File: config.mk
export PLATFORM = sky130hd
export DESIGN_NAME = cs4b5b_carrier_detect
export DESIGN_NICKNAME = d
export VERILOG_FILES = /design/src/rtl/cs4b5b_pkg.sv /design/src/rtl/cs4b5b_bit_window.sv /design/src/rtl/cs4b5b_sym_track.sv /design/src/rtl/cs4b5b_rx_fsm.sv /design/src/rtl/cs4b5b_carrier_detect.sv
export SDC_FILE = /design/constraint.sdc
export NUM_CORES = 1
export LEC_CHECK = 0
export BUFFER_PORTS_ARGS = -buffer_cell sky130_fd_sc_hd__buf_2
export CORE_ASPECT_RATIO = 0.8
export CORE_MARGIN = 2
export CORE_UTILIZATION = 53
export DETAILED_ROUTE_END_ITERATION = 6
export PLACE_DENSITY = 0.73
export SYNTH_ARGS = -nofsm -noshare
export SYNTH_HDL_FRONTEND = slang
export SYNTH_SLANG_ARGS = --single-unit
File: constraint.sdc
create_clock -name clk -period 1.5 [get_ports clk]
set_input_delay 0.075 -clock clk [delete_from_list [all_inputs] [get_ports clk]]
set_output_delay 0.075 -clock clk [all_outputs]
set_load 0.02 [all_outputs]
File: src/rtl/cs4b5b_pkg.sv
`timescale 1ns/1ps
// Package: shared code groups and state types for the coded-stream carrier detector.
// Assumes 5-bit code groups shifted in MSB first.
package cs4b5b_pkg;
    localparam int SYM_W = 5;

    localparam logic [SYM_W-1:0] CG_J    = 5'b11000;
    localparam logic [SYM_W-1:0] CG_K    = 5'b10001;
    localparam logic [SYM_W-1:0] CG_T    = 5'b01101;
    localparam logic [SYM_W-1:0] CG_R    = 5'b00111;
    localparam logic [SYM_W-1:0] CG_IDLE = 5'b11111;

    typedef enum logic [1:0] {
        ST_HUNT   = 2'd0,   // no carrier, raw-bit watch
        ST_LOOSE  = 2'd1,   // carrier on, not aligned
        ST_WANT_K = 2'd2,   // J seen, expecting K
        ST_LOCKED = 2'd3    // aligned stream
    } cs_state_e;

    typedef enum logic [1:0] {
        PD_NONE = 2'd0,
        PD_T    = 2'd1,
        PD_IDLE = 2'd2
    } cs_pend_e;
endpackage

File: src/rtl/cs4b5b_bit_window.sv
`timescale 1ns/1ps
// Module: raw-bit history for activation, J pattern match and ones-run counting.
// Assumes the history is refilled with ones whenever clear is pulsed, so
// zeros from a finished stream cannot re-trigger carrier.
module cs4b5b_bit_window
    import cs4b5b_pkg::*;
#(
    parameter int WIN      = 10,
    parameter int ONES_RUN = 10
) (
    input  logic clk,
    input  logic rst_n,
    input  logic bit_in,
    input  logic clear,
    output logic act_hit,
    output logic j_hit,
    output logic ones_hit
);
    localparam int OW = $clog2(ONES_RUN + 1);

    logic [WIN-1:0] hist_q;
    logic [WIN-1:0] win_n;
    logic [OW-1:0]  ones_q;

    assign win_n = {hist_q[WIN-2:0], bit_in};

    // Purpose: look for two zeros at least two positions apart in the window.
    always_comb begin
        act_hit = 1'b0;
        for (int i = 0; i < WIN - 2; i++) begin
            for (int j = i + 2; j < WIN; j++) begin
                if (!win_n[i] && !win_n[j]) act_hit = 1'b1;
            end
        end
    end

    assign j_hit    = (win_n[SYM_W-1:0] == CG_J);
    assign ones_hit = bit_in && (ones_q >= OW'(ONES_RUN - 1));

    // Purpose: keep bit history, refilled with ones on clear or reset.
    always_ff @(posedge clk) begin
        if (!rst_n || clear) hist_q <= '1;
        else                 hist_q <= win_n;
    end

    // Purpose: count consecutive ones, saturating below the release limit.
    always_ff @(posedge clk) begin
        if (!rst_n || clear)                    ones_q <= '0;
        else if (!bit_in)                       ones_q <= '0;
        else if (ones_q != OW'(ONES_RUN - 1))   ones_q <= ones_q + 1'b1;
    end
endmodule

File: src/rtl/cs4b5b_sym_track.sv
`timescale 1ns/1ps
// Module: assembles 5-bit symbols on boundaries fixed by an align pulse.
// Assumes align is pulsed on the bit that completes J; the next bit is a symbol MSB.
module cs4b5b_sym_track
    import cs4b5b_pkg::*;
(
    input  logic             clk,
    input  logic             rst_n,
    input  logic             bit_in,
    input  logic             align,
    input  logic             run,
    output logic             sym_done,
    output logic [SYM_W-1:0] sym_word
);
    localparam int CW = $clog2(SYM_W);

    logic [CW-1:0]    cnt_q;
    logic [SYM_W-1:0] sh_q;

    assign sym_word = {sh_q[SYM_W-2:0], bit_in};
    assign sym_done = run && !align && (cnt_q == CW'(SYM_W - 1));

    // Purpose: bit position within the current symbol.
    always_ff @(posedge clk) begin
        if (!rst_n || align)               cnt_q <= '0;
        else if (run) begin
            if (cnt_q == CW'(SYM_W - 1))   cnt_q <= '0;
            else                           cnt_q <= cnt_q + 1'b1;
        end
    end

    // Purpose: shift received bits into the symbol register.
    always_ff @(posedge clk) begin
        if (!rst_n) sh_q <= '0;
        else        sh_q <= sym_word;
    end
endmodule

File: src/rtl/cs4b5b_rx_fsm.sv
`timescale 1ns/1ps
// Module: receive-carrier state machine (search, unaligned, wait-for-K, locked).
// Assumes its inputs are combinational views of the bit now being sampled.
module cs4b5b_rx_fsm
    import cs4b5b_pkg::*;
(
    input  logic             clk,
    input  logic             rst_n,
    input  logic             act_hit,
    input  logic             j_hit,
    input  logic             ones_hit,
    input  logic             sym_done,
    input  logic [SYM_W-1:0] sym_word,
    output logic             rx_on,
    output logic             rx_on_n,
    output logic             align,
    output logic             run,
    output logic             clear
);
    cs_state_e st_q, st_n;
    cs_pend_e  pd_q, pd_n;

    assign run = (st_q == ST_WANT_K) || (st_q == ST_LOCKED);

    // Purpose: next-state, pending-pair and carrier decisions for the sampled bit.
    always_comb begin
        st_n    = st_q;
        pd_n    = pd_q;
        rx_on_n = rx_on;
        align   = 1'b0;
        clear   = 1'b0;
        unique case (st_q)
            ST_HUNT: begin
                if (act_hit) begin
                    rx_on_n = 1'b1;
                    if (j_hit) begin
                        st_n  = ST_WANT_K;
                        align = 1'b1;
                    end else begin
                        st_n = ST_LOOSE;
                    end
                end
            end
            ST_LOOSE: begin
                if (ones_hit) begin
                    rx_on_n = 1'b0;
                    st_n    = ST_HUNT;
                    clear   = 1'b1;
                end else if (j_hit) begin
                    st_n  = ST_WANT_K;
                    align = 1'b1;
                end
            end
            ST_WANT_K: begin
                if (sym_done) begin
                    pd_n = PD_NONE;
                    st_n = (sym_word == CG_K) ? ST_LOCKED : ST_LOOSE;
                end
            end
            ST_LOCKED: begin
                if (sym_done) begin
                    if ((pd_q == PD_T && sym_word == CG_R) ||
                        (pd_q == PD_IDLE && sym_word == CG_IDLE)) begin
                        rx_on_n = 1'b0;
                        st_n    = ST_HUNT;
                        clear   = 1'b1;
                        pd_n    = PD_NONE;
                    end else if (sym_word == CG_T) begin
                        pd_n = PD_T;
                    end else if (sym_word == CG_IDLE) begin
                        pd_n = PD_IDLE;
                    end else begin
                        pd_n = PD_NONE;
                    end
                end
            end
            default: st_n = ST_HUNT;
        endcase
    end

    // Purpose: state, pending-pair and receive-carrier registers.
    always_ff @(posedge clk) begin
        if (!rst_n) begin
            st_q  <= ST_HUNT;
            pd_q  <= PD_NONE;
            rx_on <= 1'b0;
        end else begin
            st_q  <= st_n;
            pd_q  <= pd_n;
            rx_on <= rx_on_n;
        end
    end
endmodule

File: src/rtl/cs4b5b_carrier_detect.sv
`timescale 1ns/1ps
// Module: top of the coded-stream carrier detector; merges receive carrier
// with transmit activity according to the duplex/repeater mode.
// Assumes rx_bit is already descrambled and aligned to clk.
module cs4b5b_carrier_detect
    import cs4b5b_pkg::*;
#(
    parameter int WIN      = 10,
    parameter int ONES_RUN = 10
) (
    input  logic clk,
    input  logic rst_n,
    input  logic rx_bit,
    input  logic tx_active,
    input  logic fdx_rpt,
    output logic crs
);
    logic act_hit, j_hit, ones_hit;
    logic sym_done;
    logic [SYM_W-1:0] sym_word;
    logic rx_on, rx_on_n, align, run, clear;

    cs4b5b_bit_window #(.WIN(WIN), .ONES_RUN(ONES_RUN)) u_win (
        .clk      (clk),
        .rst_n    (rst_n),
        .bit_in   (rx_bit),
        .clear    (clear),
        .act_hit  (act_hit),
        .j_hit    (j_hit),
        .ones_hit (ones_hit)
    );

    cs4b5b_sym_track u_sym (
        .clk      (clk),
        .rst_n    (rst_n),
        .bit_in   (rx_bit),
        .align    (align),
        .run      (run),
        .sym_done (sym_done),
        .sym_word (sym_word)
    );

    cs4b5b_rx_fsm u_fsm (
        .clk      (clk),
        .rst_n    (rst_n),
        .act_hit  (act_hit),
        .j_hit    (j_hit),
        .ones_hit (ones_hit),
        .sym_done (sym_done),
        .sym_word (sym_word),
        .rx_on    (rx_on),
        .rx_on_n  (rx_on_n),
        .align    (align),
        .run      (run),
        .clear    (clear)
    );

    // Purpose: registered carrier sense, transmit term masked in duplex/repeater mode.
    always_ff @(posedge clk) begin
        if (!rst_n) crs <= 1'b0;
        else        crs <= rx_on_n | (tx_active & ~fdx_rpt);
    end
endmodule

==> summary.md, run 1 <==
| Metric | Value |
|---|---|
| Status | `complete, but fails checks` |
| Failing checks | `setup timing` |
| Slew @ Worst Pin | `0.5271 ns` |
| Clk Latency, worst-skew pair | `0.34 ns` |
| Largest family of logic cells by synthesized area | `simple AND/OR/NAND/NOR gates` |
| Initial antenna violation count | `0` |
| First-pass GRT wire length | `3.795 mm` |
| Routed WL | `2.382 mm` |
| Vias per Instance | `5.486` |
| Finished Layout Cells | `177` |
| Crit path time final | `1.597 ns` |
| Placed Area | `1286 µm²` |
| Synth warnings | `0` |
| DR pass1 iterations | `4` |
| Highest routed layer | `met4` |
| Synthesized cell area | `1217 µm²` |
| Final instance area | `1455 µm²` |
| WL/cell | `13.46 µm` |
| Root buffer cell | `clkbuf_4` |
| Synth Instances | `137` |
| Area of the core | `2158 µm²` |
| R2R depth | `7` |
| R2r setup slk | `-0.1 ns` |
| CTS Sinks | `26` |
| N_diodes | `0` |
| CP Data Required Time | `1.79 ns` |
| Worst vdd ir | `1.075 mV` |
| Crit Path Max Fanout | `2` |
| CTS buffer count | `3` |
| Worst r2r src | `u_win.ones_q[1]` |
| Tcrit/Tclk final | `1.065` |
| Slew headroom | `0.6442` |
| WL met3 | `117 µm` |
| Hold Path End | `crs` |
| PortBufs | `5` |
| Final GP Congestion | `0.8079` |
| PnR worst setup slack | `-0.09691 ns` |
| Capturing point of the worst reg2reg path | `u_fsm.st_q[1]` |
| Crit start category | `register` |
| Yosys reg bits | `26` |
| Clk slew on worst S/H paths | `0.16 ns` |
| Die Area | `2699 µm²` |
| Mean Syn Cell Area | `8.886 µm²` |
| Critical Path AT | `1.88 ns` |
| FILL cells | `176` |
| Top FF cell, synth | `dfxtp_1` |
| Crit Path Class | `reg -> reg` |
| Grt total ovfl | `0` |
| Final HPWL DP | `1.602 mm` |
| # DRC | `0` |
| Layout cell share with drive strength beyond 1 | `0.2368` |
| IO Pins | `6` |
| Hold path start | `rst_n` |
| Asr flop ratio synth | `0` |
| Syn nets | `147` |
| Post-synth EDFFs | `0` |
| Die height | `46.87 µm` |
| Clk_skew | `0.01937 ns` |
| Type of the worst min-delay path | `in -> reg` |
| TritonCTS clock tree | `done` |
| Largest net degree at the start of global routing | `16` |
| Pleak | `0.5784 nW` |
| Post-Synth Adder-Cell Area | `0.05139` |
| Final setup viols | `12` |
| WL met2 | `1.136 mm` |
| Vias in the first global route | `879` |
| GRT Total Usage | `0.1903` |
| Initial Util | `0.5641` |
| Fmax | `626.2 MHz` |
| Design Power | `1.360 mW` |
| Complex-gate fraction of the synthesized area | `0.1336` |
| Mux cell area share after synthesis | `0.01644` |
| Worst slack, placed | `-0.1020 ns` |
| Syn-to-layout area delta | `19.53%` |
| CP Capture Type | `register` |
| Synth Area in XOR/XNOR | `0.01439` |
| Nets | `163` |
| First DRT Iteration DRCs | `45` |
| Pwr/cell area | `934.6 nW/µm²` |
| Inst Count DP | `167` |
| Fin. max-slew vios | `0` |
| Post-route ant nets | `0` |
| H-tree levels | `1` |
| WL met1 | `1.085 mm` |
| Longest Clk Path Bufs | `2` |
| RSZ-0062 raised after global routing | `yes` |
| Die width | `57.59 µm` |
| Vias | `971` |
| Simple-gate portion of the synthesized area | `0.3011` |
| Worst hold path cell count | `3` |
| Final Util | `0.6742` |
| Cell Rows | `15` |
| Synth unique cells | `42` |
| Final hold violations | `0` |
| Sequential-to-total area share from yosys stat | `0.4275` |
| Max cap viols | `0` |
==> cells in the mapped netlist (2+ instances only) <==
cell type / number / area (µm²)
nor4b_1: 2 / 17.52
clkbuf_1: 3 / 11.26
o21ai_0: 2 / 10.01
ha_1: 5 / 62.56
o22ai_1: 3 / 18.77
nand3_1: 8 / 40.04
nand2b_1: 7 / 43.79
inv_1: 8 / 30.03
nor2b_1: 4 / 25.02
a31oi_1: 4 / 25.02
nand4_1: 2 / 12.51
nor2_1: 9 / 33.78
a22oi_1: 2 / 15.01
nor3_1: 2 / 10.01
mux2i_1: 2 / 20.02
dfxtp_1: 26 / 520.5
buf_4: 2 / 15.01
a21oi_1: 4 / 20.02
o2111ai_1: 2 / 17.52
nand2_1: 15 / 56.30
and2_1: 4 / 25.02
==> per-stage QoR <==
stage,setup TNS (ns),hold slack (ns)
after global routing,-1.412,0.1013
after CTS,-0.1529,0.08566
after detailed placement,-0.2616,0.2806
after floorplan,-0.02957,0.1888
after global placement,-0.03690,0.2739
final,-0.4136,0.08996
==> how the worst max path moves through the flow <==
stage | start | to | slack [ns]
after floorplan | u_win.ones_q[1] | u_fsm.st_q[0] | -0.03
after global placement | u_win.ones_q[1] | u_fsm.st_q[0] | -0.04
after detailed placement | u_win.ones_q[1] | u_fsm.st_q[0] | -0.10
after CTS | u_win.ones_q[1] | u_fsm.st_q[1] | -0.08
after global routing | u_win.ones_q[1] | u_fsm.st_q[1] | -0.17
final | u_win.ones_q[1] | u_fsm.st_q[1] | -0.1
==> worst max-delay path, cell delays in order (launching register included) <==
cell and delay, ns:
dfxtp_2 0.36, inv_2 0.06, ha_4 0.16, nor3b_4 0.20, o21ai_2 0.07, or3_1 0.33, and3_4 0.20, a31oi_2 0.17
==> per-layer routing <==
metal | track usage | vias to the layer above
li1 | - | 506
met1 | 0.2280 | 440
met2 | 0.3409 | 19
met3 | 0.04959 | 6
met4 | 0.06512 | 0
met5 | 0 | -
==> cell families after synthesis <==
family / after synthesis
AND/OR/NAND/NOR: 64
flip-flops: 26
AO/OA/AOI/OAI: 24
buffers and inverters: 14
adder cells (fa/ha/maj): 5
XOR/XNOR: 2
multiplexers: 2
==> cell type report <==
cell class              count  area [µm²]  share of cell area
flip-flops and latches     26       525.5              0.3611
multi-input cells          97       689.4              0.4738
well taps                  25       31.28             0.02150
inverters                   8       32.53             0.02236
clock inverters             1       30.03             0.02064
repair buffers             17       123.9             0.08512
clock buffers               3       22.52             0.01548
==> cell usage in the layout (no fill, tap or decap), types with 3 or more instances in the layout <==
cell | Yosys | routed
a21oi_1 | 4 | 4
a31oi_1 | 4 | 3
and2_1 | 4 | 4
buf_2 | 0 | 5
buf_4 | 2 | 9
clkbuf_4 | 0 | 3
dfxtp_1 | 26 | 24
inv_1 | 8 | 6
nand2_1 | 15 | 15
nand2b_1 | 7 | 7
nand3_1 | 8 | 8
nor2_1 | 9 | 8
nor2b_1 | 4 | 4
o22ai_1 | 3 | 3
==> timing repair <==
| action | CTS | global route |
|---|---|---|
| hold buffers | 2 | 0 |
| gates resized for setup | 7 | 10 |
| endpoints found under the setup margin | 7 | 9 |
| endpoints found under the hold margin | 1 | 0 |
| pin swaps | 2 | 2 |
| setup buffers | 0 | 4 |
==> state kept, by name (all words and copies together), names as in the netlist <==
register and flops:
crs 1, u_fsm.pd_q 2, u_fsm.rx_on 1, u_fsm.st_q 2
u_sym.cnt_q 3, u_sym.sh_q 4, u_win.hist_q 9, u_win.ones_q 4
==> where the power goes <==
part	switching (mW)	total, mW	internal, mW
combinational	0.0665	0.138	0.0715
clock	0.224	0.494	0.271
sequential	0.0188	0.728	0.709
total	0.309	1.36	1.05
Note: power is estimated with default switching activity, not from simulation.
==> run 2, diff against run 1 <==
--- a/config.mk
+++ b/config.mk
@@ -8,9 +8,9 @@
 export BUFFER_PORTS_ARGS = -buffer_cell sky130_fd_sc_hd__buf_2
 export CORE_ASPECT_RATIO = 0.8
 export CORE_MARGIN = 2
-export CORE_UTILIZATION = 53
+export CORE_UTILIZATION = 58
 export DETAILED_ROUTE_END_ITERATION = 6
-export PLACE_DENSITY = 0.73
+export PLACE_DENSITY = 0.76
 export SYNTH_ARGS = -nofsm -noshare
 export SYNTH_HDL_FRONTEND = slang
 export SYNTH_SLANG_ARGS = --single-unit
==> constraint.sdc (replaced) <==
create_clock -name clk -period 1.8 [get_ports clk]
set_input_delay 0.09 -clock clk [delete_from_list [all_inputs] [get_ports clk]]
set_output_delay 0.09 -clock clk [all_outputs]
set_load 0.02 [all_outputs]
==> run 2 against run 1 <==
Compared with the run above:
- the run now ends clean
- die area fell by 8.0%
- routed wire length fell by 13%
- via count fell by 4.6%
- cell area fell by 11%
- highest routed layer unchanged
==> summary.md, run 2 (synthesis results as in run 1) <==
| Metric | Value |
|---|---|
| Worst vdd ir | `0.5596 mV (-48%)` |
| Placed Area | `1242 µm² (-3.4%)` |
| Fmax | `597.4 MHz (-4.6%)` |
| Final GP Congestion | `0.7987 (-1.1%)` |
| Final hold violations | `0 (unchanged)` |
| First-pass GRT wire length | `3.712 mm (-2.2%)` |
| TNS Setup | `0 ns (+0.4136 ns)` |
| Commonest non-fill, non-tap cell in the layout | `dfxtp_1` |
| Type of the worst min-delay path | `in -> reg` |
| Largest registers | `u_win.hist_q: 9 flops, u_sym.sh_q: 4 flops, u_win.ones_q: 4 flops` |
| IO Pins | `6 (unchanged)` |
| Slowest cell delay on critical path | `0.44 ns (+0.08 ns)` |
| CTS buffer count | `3 (unchanged)` |
| Clk slew on worst S/H paths | `0.13 ns (-0.03 ns)` |
| Post-route ant nets | `0 (unchanged)` |
| Die height | `44.98 µm (-4.0%)` |
| Worst slack, placed | `0.09746 ns (+0.1995 ns)` |
| Crit Path Max Fanout | `11 (+9)` |
| Register Area | `521.8 µm² (-0.71%)` |
| WL/cell | `12.48 µm (-7.3%)` |
| Inst Count DP | `161 (-3.6%)` |
| First DRT Iteration DRCs | `22 (-51%)` |
| Final Util | `0.6695 (-0.004722)` |
| Pleak | `0.5107 nW (-12%)` |
| RSZ-0062 raised after global routing | `no` |
| CTS Sinks | `26 (unchanged)` |
| # DRC | `0 (unchanged)` |
| DR pass1 iterations | `4 (unchanged)` |
| Grt total ovfl | `0 (unchanged)` |
| Vias in the first global route | `906 (+3.1%)` |
| Longest Clk Path Bufs | `2 (unchanged)` |
| Critical Path AT | `1.90 ns (+0.02 ns)` |
| Final HPWL DP | `1.494 mm (-6.8%)` |
| PortBufs | `5 (unchanged)` |
| Multi-input gate area | `629.4 µm² (-8.7%)` |
| Vias per Instance | `5.578 (+1.7%)` |
| Crit Path Class | `reg -> reg` |
| Slowest CP cell | `dfxtp_1` |
| Clk_skew | `0.006066 ns (-0.01330 ns)` |
| Slew headroom | `0.7695 (+0.1254)` |
| Largest net degree at the start of global routing | `16 (unchanged)` |
| Nets | `153 (-6.1%)` |
| Vias | `926 (-4.6%)` |
| PnR worst setup slack | `0.1260 ns (+0.2229 ns)` |
| Routed WL | `2.072 mm (-13%)` |
| Clk Latency, worst-skew pair | `0.32 ns (-0.02 ns)` |
| Syn-to-layout area delta | `5.961%` |
| GRT Total Usage | `0.1927 (+0.002396)` |
| CP Capture Type | `register` |
| Layout cell share with drive strength beyond 1 | `0.1197 (-0.1171)` |
| Die width | `55.22 µm (-4.1%)` |
| Design Power | `0.9762 mW (-28%)` |
| CP Data Required Time | `2.02 ns (+0.23 ns)` |
| Most frequent cells in the layout | `dfxtp_1, nand2_1, nor2_1` |
| Final setup viols | `0 (-12)` |
| Crit start category | `register` |
| Initial Util | `0.6318 (+0.06776)` |
| Reg with most FFs | `u_win.hist_q` |
| Status | `complete, no violations` |
| Area of the core | `1927 µm² (-11%)` |
| Post-CTS setup buffer count | `0 (unchanged)` |
| FILL cells | `161 (-8.5%)` |
| Slew @ Worst Pin | `0.3431 ns (-0.1839 ns)` |
| Worst hold slack | `0.009273 ns (-0.08068 ns)` |
| Initial antenna violation count | `0 (unchanged)` |
| Max FFs per register | `9 (unchanged)` |
| H-tree levels | `1 (unchanged)` |
| Fin. max-slew vios | `0 (unchanged)` |
| N_diodes | `0 (unchanged)` |
| Tcrit/Tclk final | `0.9300 (-0.1346)` |
| CP Cell Sequence | `inv_1, ha_1, nor3b_2, o41ai_1, o21ba_2, nand2_2, nor2_1` |
| Die Area | `2484 µm² (-8.0%)` |
| TritonCTS clock tree | `done` |
| Pwr/cell area | `756.7 nW/µm² (-19%)` |
| Final instance area | `1290 µm² (-11%)` |
| Max cap viols | `0 (unchanged)` |
| Finished Layout Cells | `166 (-6.2%)` |
| Root buffer cell | `clkbuf_4` |
| Crit path time final | `1.674 ns (+0.07710 ns)` |
| Cell Rows | `14 (-1)` |
[run 2: cell type report]
class	count	share of cell area
inverter	8	0.02328
tap	24	0.02328
sequential	26	0.4045
multi-input combinational	97	0.4879
clock buffer	4	0.02813
timing repair buffer	7	0.03298
[run 2: power breakdown]
group          switching [mW]  internal [mW]
clock                   0.166          0.124
sequential             0.0161          0.591
combinational          0.0428         0.0369
total                   0.225          0.752
[run 2: routing by layer]
layer / GRT usage / share of wire / up-vias
met4: 0.07317 / 0.014 / 0
met5: 0 / 0 / -
met3: 0.06304 / 0.034 / 4
met2: 0.3524 / 0.46 / 10
li1: - / - / 487
met1: 0.2143 / 0.49 / 425
[run 2: path summary, 6_finish.rpt]
path,from,to,slack (ns),cells past startpoint
setup / recovery,u_win.ones_q[0],u_win.ones_q[1],0.13,7
hold / removal,tx_active,crs,0.009,3
setup reg to reg,u_win.ones_q[0],u_win.ones_q[1],0.13,7
hold reg to reg,u_win.hist_q[5],u_win.hist_q[6],0.46,2
[run 2: critical path, delay by kind of cell (launching register included)]
kind / cells / cell delay (ns)
DFF: 1 / 0.44
AOI/OAI and AO/OA: 2 / 0.55
and+or+nand+nor: 3 / 0.33
adders and majority gates: 1 / 0.19
buffers and inverters: 1 / 0.07
[run 2: repair_timing]
item / 4_1_cts / 5_1_grt
hold endpoints to repair: 1 / 0
resized for setup: 0 / 1
endpoints found under the setup margin: 0 / 3
hold buffers: 1 / 0
==> run 3, diff against run 2 <==
--- a/config.mk
+++ b/config.mk
@@ -5,6 +5,7 @@
 export SDC_FILE = /design/constraint.sdc
 export NUM_CORES = 1
 export LEC_CHECK = 0
+export ABC_AREA = 1
 export BUFFER_PORTS_ARGS = -buffer_cell sky130_fd_sc_hd__buf_2
 export CORE_ASPECT_RATIO = 0.8
 export CORE_MARGIN = 2
==> run 3 against run 2 <==
Compared with the run above:
- clock power is 1% higher
- routed wire length is 5.0% higher
- sequential power hardly changed
- area after synthesis is 3.2% higher
- critical path type unchanged
- critical endpoint is now u_win.hist_q[6]
- highest routed layer unchanged
==> summary.md, run 3 <==
| Metric | Value |
|---|---|
| Fin. max-slew vios | `0 (unchanged)` |
| Max FFs per register | `9 (unchanged)` |
| Capturing point of the worst reg2reg path | `u_win.hist_q[6]` |
| GRT Total Usage | `0.1959 (+0.003211)` |
| PortBufs | `5 (unchanged)` |
| Vias per Instance | `5.132 (-8.0%)` |
| Largest area contributor in the netlist | `dfxtp_1` |
| Longest Clk Path Bufs | `2 (unchanged)` |
| Synth warnings | `0 (unchanged)` |
| Clk slew on worst S/H paths | `0.14 ns (about the same)` |
| Yosys reg bits | `26 (unchanged)` |
| Post-route ant nets | `0 (unchanged)` |
| Die height | `45.63 µm (+1.4%)` |
| PnR worst setup slack | `0.2655 ns (+0.1395 ns)` |
| Final instance area | `1349 µm² (+4.6%)` |
| Final hold violations | `0 (unchanged)` |
| Crit start category | `register` |
| # DRC | `0 (unchanged)` |
| Synth unique cells | `25 (-40%)` |
| Most frequent cell after synthesis | `nand2_1` |
| Slew headroom | `0.7256 (-0.04392)` |
| Clk Latency, worst-skew pair | `0.32 ns (about the same)` |
| First-pass GRT wire length | `3.801 mm (+2.4%)` |
| Largest net degree at the start of global routing | `15 (-1)` |
| Hold Path End | `crs` |
| Vias in the first global route | `937 (+3.4%)` |
| Reg with most FFs | `u_win.hist_q` |
| Worst r2r src | `u_win.ones_q[1]` |
| Design Power | `0.9927 mW (+1.7%)` |
| Final HPWL DP | `1.708 mm (+14%)` |
| CP Capture Type | `register` |
| TritonCTS clock tree | `done` |
| TNS Setup | `0 ns (unchanged)` |
| DR pass1 iterations | `4 (unchanged)` |
| Type of the worst min-delay path | `in -> reg` |
| CP Data Required Time | `2.02 ns (about the same)` |
| Pleak | `0.6783 nW (+33%)` |
| Crit Path Class | `reg -> reg` |
| RSZ-0062 raised after global routing | `no` |
| Placed Area | `1303 µm² (+4.8%)` |
| Nets | `190 (+24%)` |
| Finished Layout Cells | `204 (+23%)` |
| Most frequent cells in the layout | `nand2_1, inv_1, dfxtp_1` |
| CTS buffer count | `3 (unchanged)` |
| IO Pins | `6 (unchanged)` |
| Post-synth top cells | `nand2_1, inv_1, dfxtp_1` |
| Synth Instances | `171 (+25%)` |
| Grt total ovfl | `0 (unchanged)` |
| First DRT Iteration DRCs | `46 (+110%)` |
| CTS Sinks | `26 (unchanged)` |
| Cell Rows | `15 (+1)` |
| Clk_skew | `0.007369 ns (+0.001303 ns)` |
| WL/cell | `10.66 µm (-15%)` |
| FILL cells | `184 (+14%)` |
| N_diodes | `0 (unchanged)` |
| Syn nets | `181 (+23%)` |
| Largest registers | `u_win.hist_q: 9 flops, u_sym.sh_q: 4 flops, u_win.ones_q: 4 flops` |
| Max cap viols | `0 (unchanged)` |
| Synthesized cell area | `1256 µm² (+3.2%)` |
| Die Area | `2556 µm² (+2.9%)` |
| Mean Syn Cell Area | `7.346 µm² (-17%)` |
| Vias | `1047 (+13%)` |
| Sequential-to-total area share from yosys stat | `0.4143 (-0.01320)` |
| Crit Path Max Fanout | `9 (-2)` |
| Worst vdd ir | `0.6440 mV (+15%)` |
| Fmax | `651.7 MHz (+9.1%)` |
| Routed WL | `2.175 mm (+5.0%)` |
| Pwr/cell area | `736.0 nW/µm² (-2.7%)` |
| Tcrit/Tclk final | `0.8525 (-0.07752)` |
| Final setup viols | `0 (unchanged)` |
| Layout cell share with drive strength beyond 1 | `0.1173 (-0.002400)` |
| Post-CTS Resized | `0 (unchanged)` |
| Root buffer cell | `clkbuf_4` |
| Asr flop ratio synth | `0 (unchanged)` |
| Top FF cell, synth | `dfxtp_1` |
| H-tree levels | `1 (unchanged)` |
| Commonest non-fill, non-tap cell in the layout | `nand2_1` |
| Initial antenna violation count | `0 (unchanged)` |
| Syn-to-layout area delta | `7.370%` |
| Inst Count DP | `199 (+24%)` |
| Crit path time final | `1.534 ns (-0.1395 ns)` |
| Slew @ Worst Pin | `0.4110 ns (+0.06789 ns)` |
| Post-synth EDFFs | `0 (unchanged)` |
| Final GP Congestion | `0.8580 (+7.4%)` |
| Worst hold path cell count | `3 (unchanged)` |
| Critical Path AT | `1.76 ns (-0.14 ns)` |
| R2R depth | `6 (-1)` |
| Area of the core | `2102 µm² (+9.1%)` |
| Die width | `56.03 µm (+1.5%)` |
| Initial Util | `0.5976 (-0.03420)` |
| Status | `complete, no violations` |
| Final Util | `0.6417 (-0.02781)` |
| Worst slack, placed | `0.2983 ns (+0.2009 ns)` |
| Synth area leaders | `dfxtp_1, nand2_1, inv_1` |
| Area share of the largest cell type after synthesis | `0.4143 (-0.01320)` |
| R2r setup slk | `0.27 ns (+0.14 ns)` |
| Worst hold slack | `0.01099 ns (+0.001714 ns)` |
| Hold path start | `fdx_rpt` |
[run 3: cell count changes in the layout (fill, tap and decap cells not counted), moves of 3 or more]
cell      previous run  this run
a31oi_1              4         0
nand2_1             15        43
nand3_1              8        14
or2_2                1         4
inv_1                8        27
nand2b_1             7         0
o21ai_0              2         5
and2_1               4         0
nor2_1               9        13
nor2b_1              4         0
o22ai_1              3         0
[run 3: area by class of cell]
| class | instances | area [µm²] | share of cell area |
|---|---|---|---|
| clock buffers | 4 | 36.28 | 0.02690 |
| inverters | 28 | 107.6 | 0.07978 |
| multi-input cells | 115 | 618.1 | 0.4583 |
| flip-flops and latches | 26 | 520.5 | 0.3859 |
| well taps | 25 | 31.28 | 0.02319 |
| repair buffers | 6 | 35.03 | 0.02597 |
[run 3: per-layer routing]
layer / GRT usage / share of wire
met2: 0.3176 / 0.46
met3: 0.06534 / 0.038
met5: 0 / 0
met1: 0.2434 / 0.48
met4: 0.08571 / 0.016
[run 3: cells by family (layout without fill, tap and decap cells)]
group	count (synthesis)	count (layout)	synth area share
simple gates	93	93	0.3576
buf+inv	30	38	0.09363
flops	26	26	0.4143
compound gates	14	14	0.06375
fa+ha+maj	5	5	0.04980
xor+xnor	3	3	0.02092
[run 3: repair_timing]
item | CTS | global route
endpoints found under the hold margin | 1 | 0
hold buffers | 1 | 0
buffers inserted | 0 | 0
endpoints found under the setup margin | 0 | 0
[run 3: power by group]
group | internal (mW) | switching (mW)
Sequential | 0.592 | 0.0120
Combinational | 0.0354 | 0.0606
Clock | 0.124 | 0.169
[run 3: worst max-delay path by stage]
stage / startpoint / endpoint / slack (ns) / depth (start not counted)
floorplan: u_sym.cnt_q[0] / u_win.hist_q[4] / 0.43 / 7
global placement: u_sym.cnt_q[0] / u_win.hist_q[4] / 0.36 / 7
detailed placement: u_win.ones_q[1] / u_win.hist_q[6] / 0.30 / 6
CTS: u_win.ones_q[1] / u_win.hist_q[6] / 0.28 / 6
global route: u_sym.cnt_q[0] / u_win.hist_q[6] / 0.16 / 7
finish: u_win.ones_q[1] / u_win.hist_q[6] / 0.27 / 6
[run 3: critical path: stages (launching register included)]
cell,delay (ns)
dfxtp_1,0.38
inv_1,0.08
ha_1,0.20
nand3b_1,0.19
nand3_1,0.13
nand3_4,0.14
or2_2,0.31
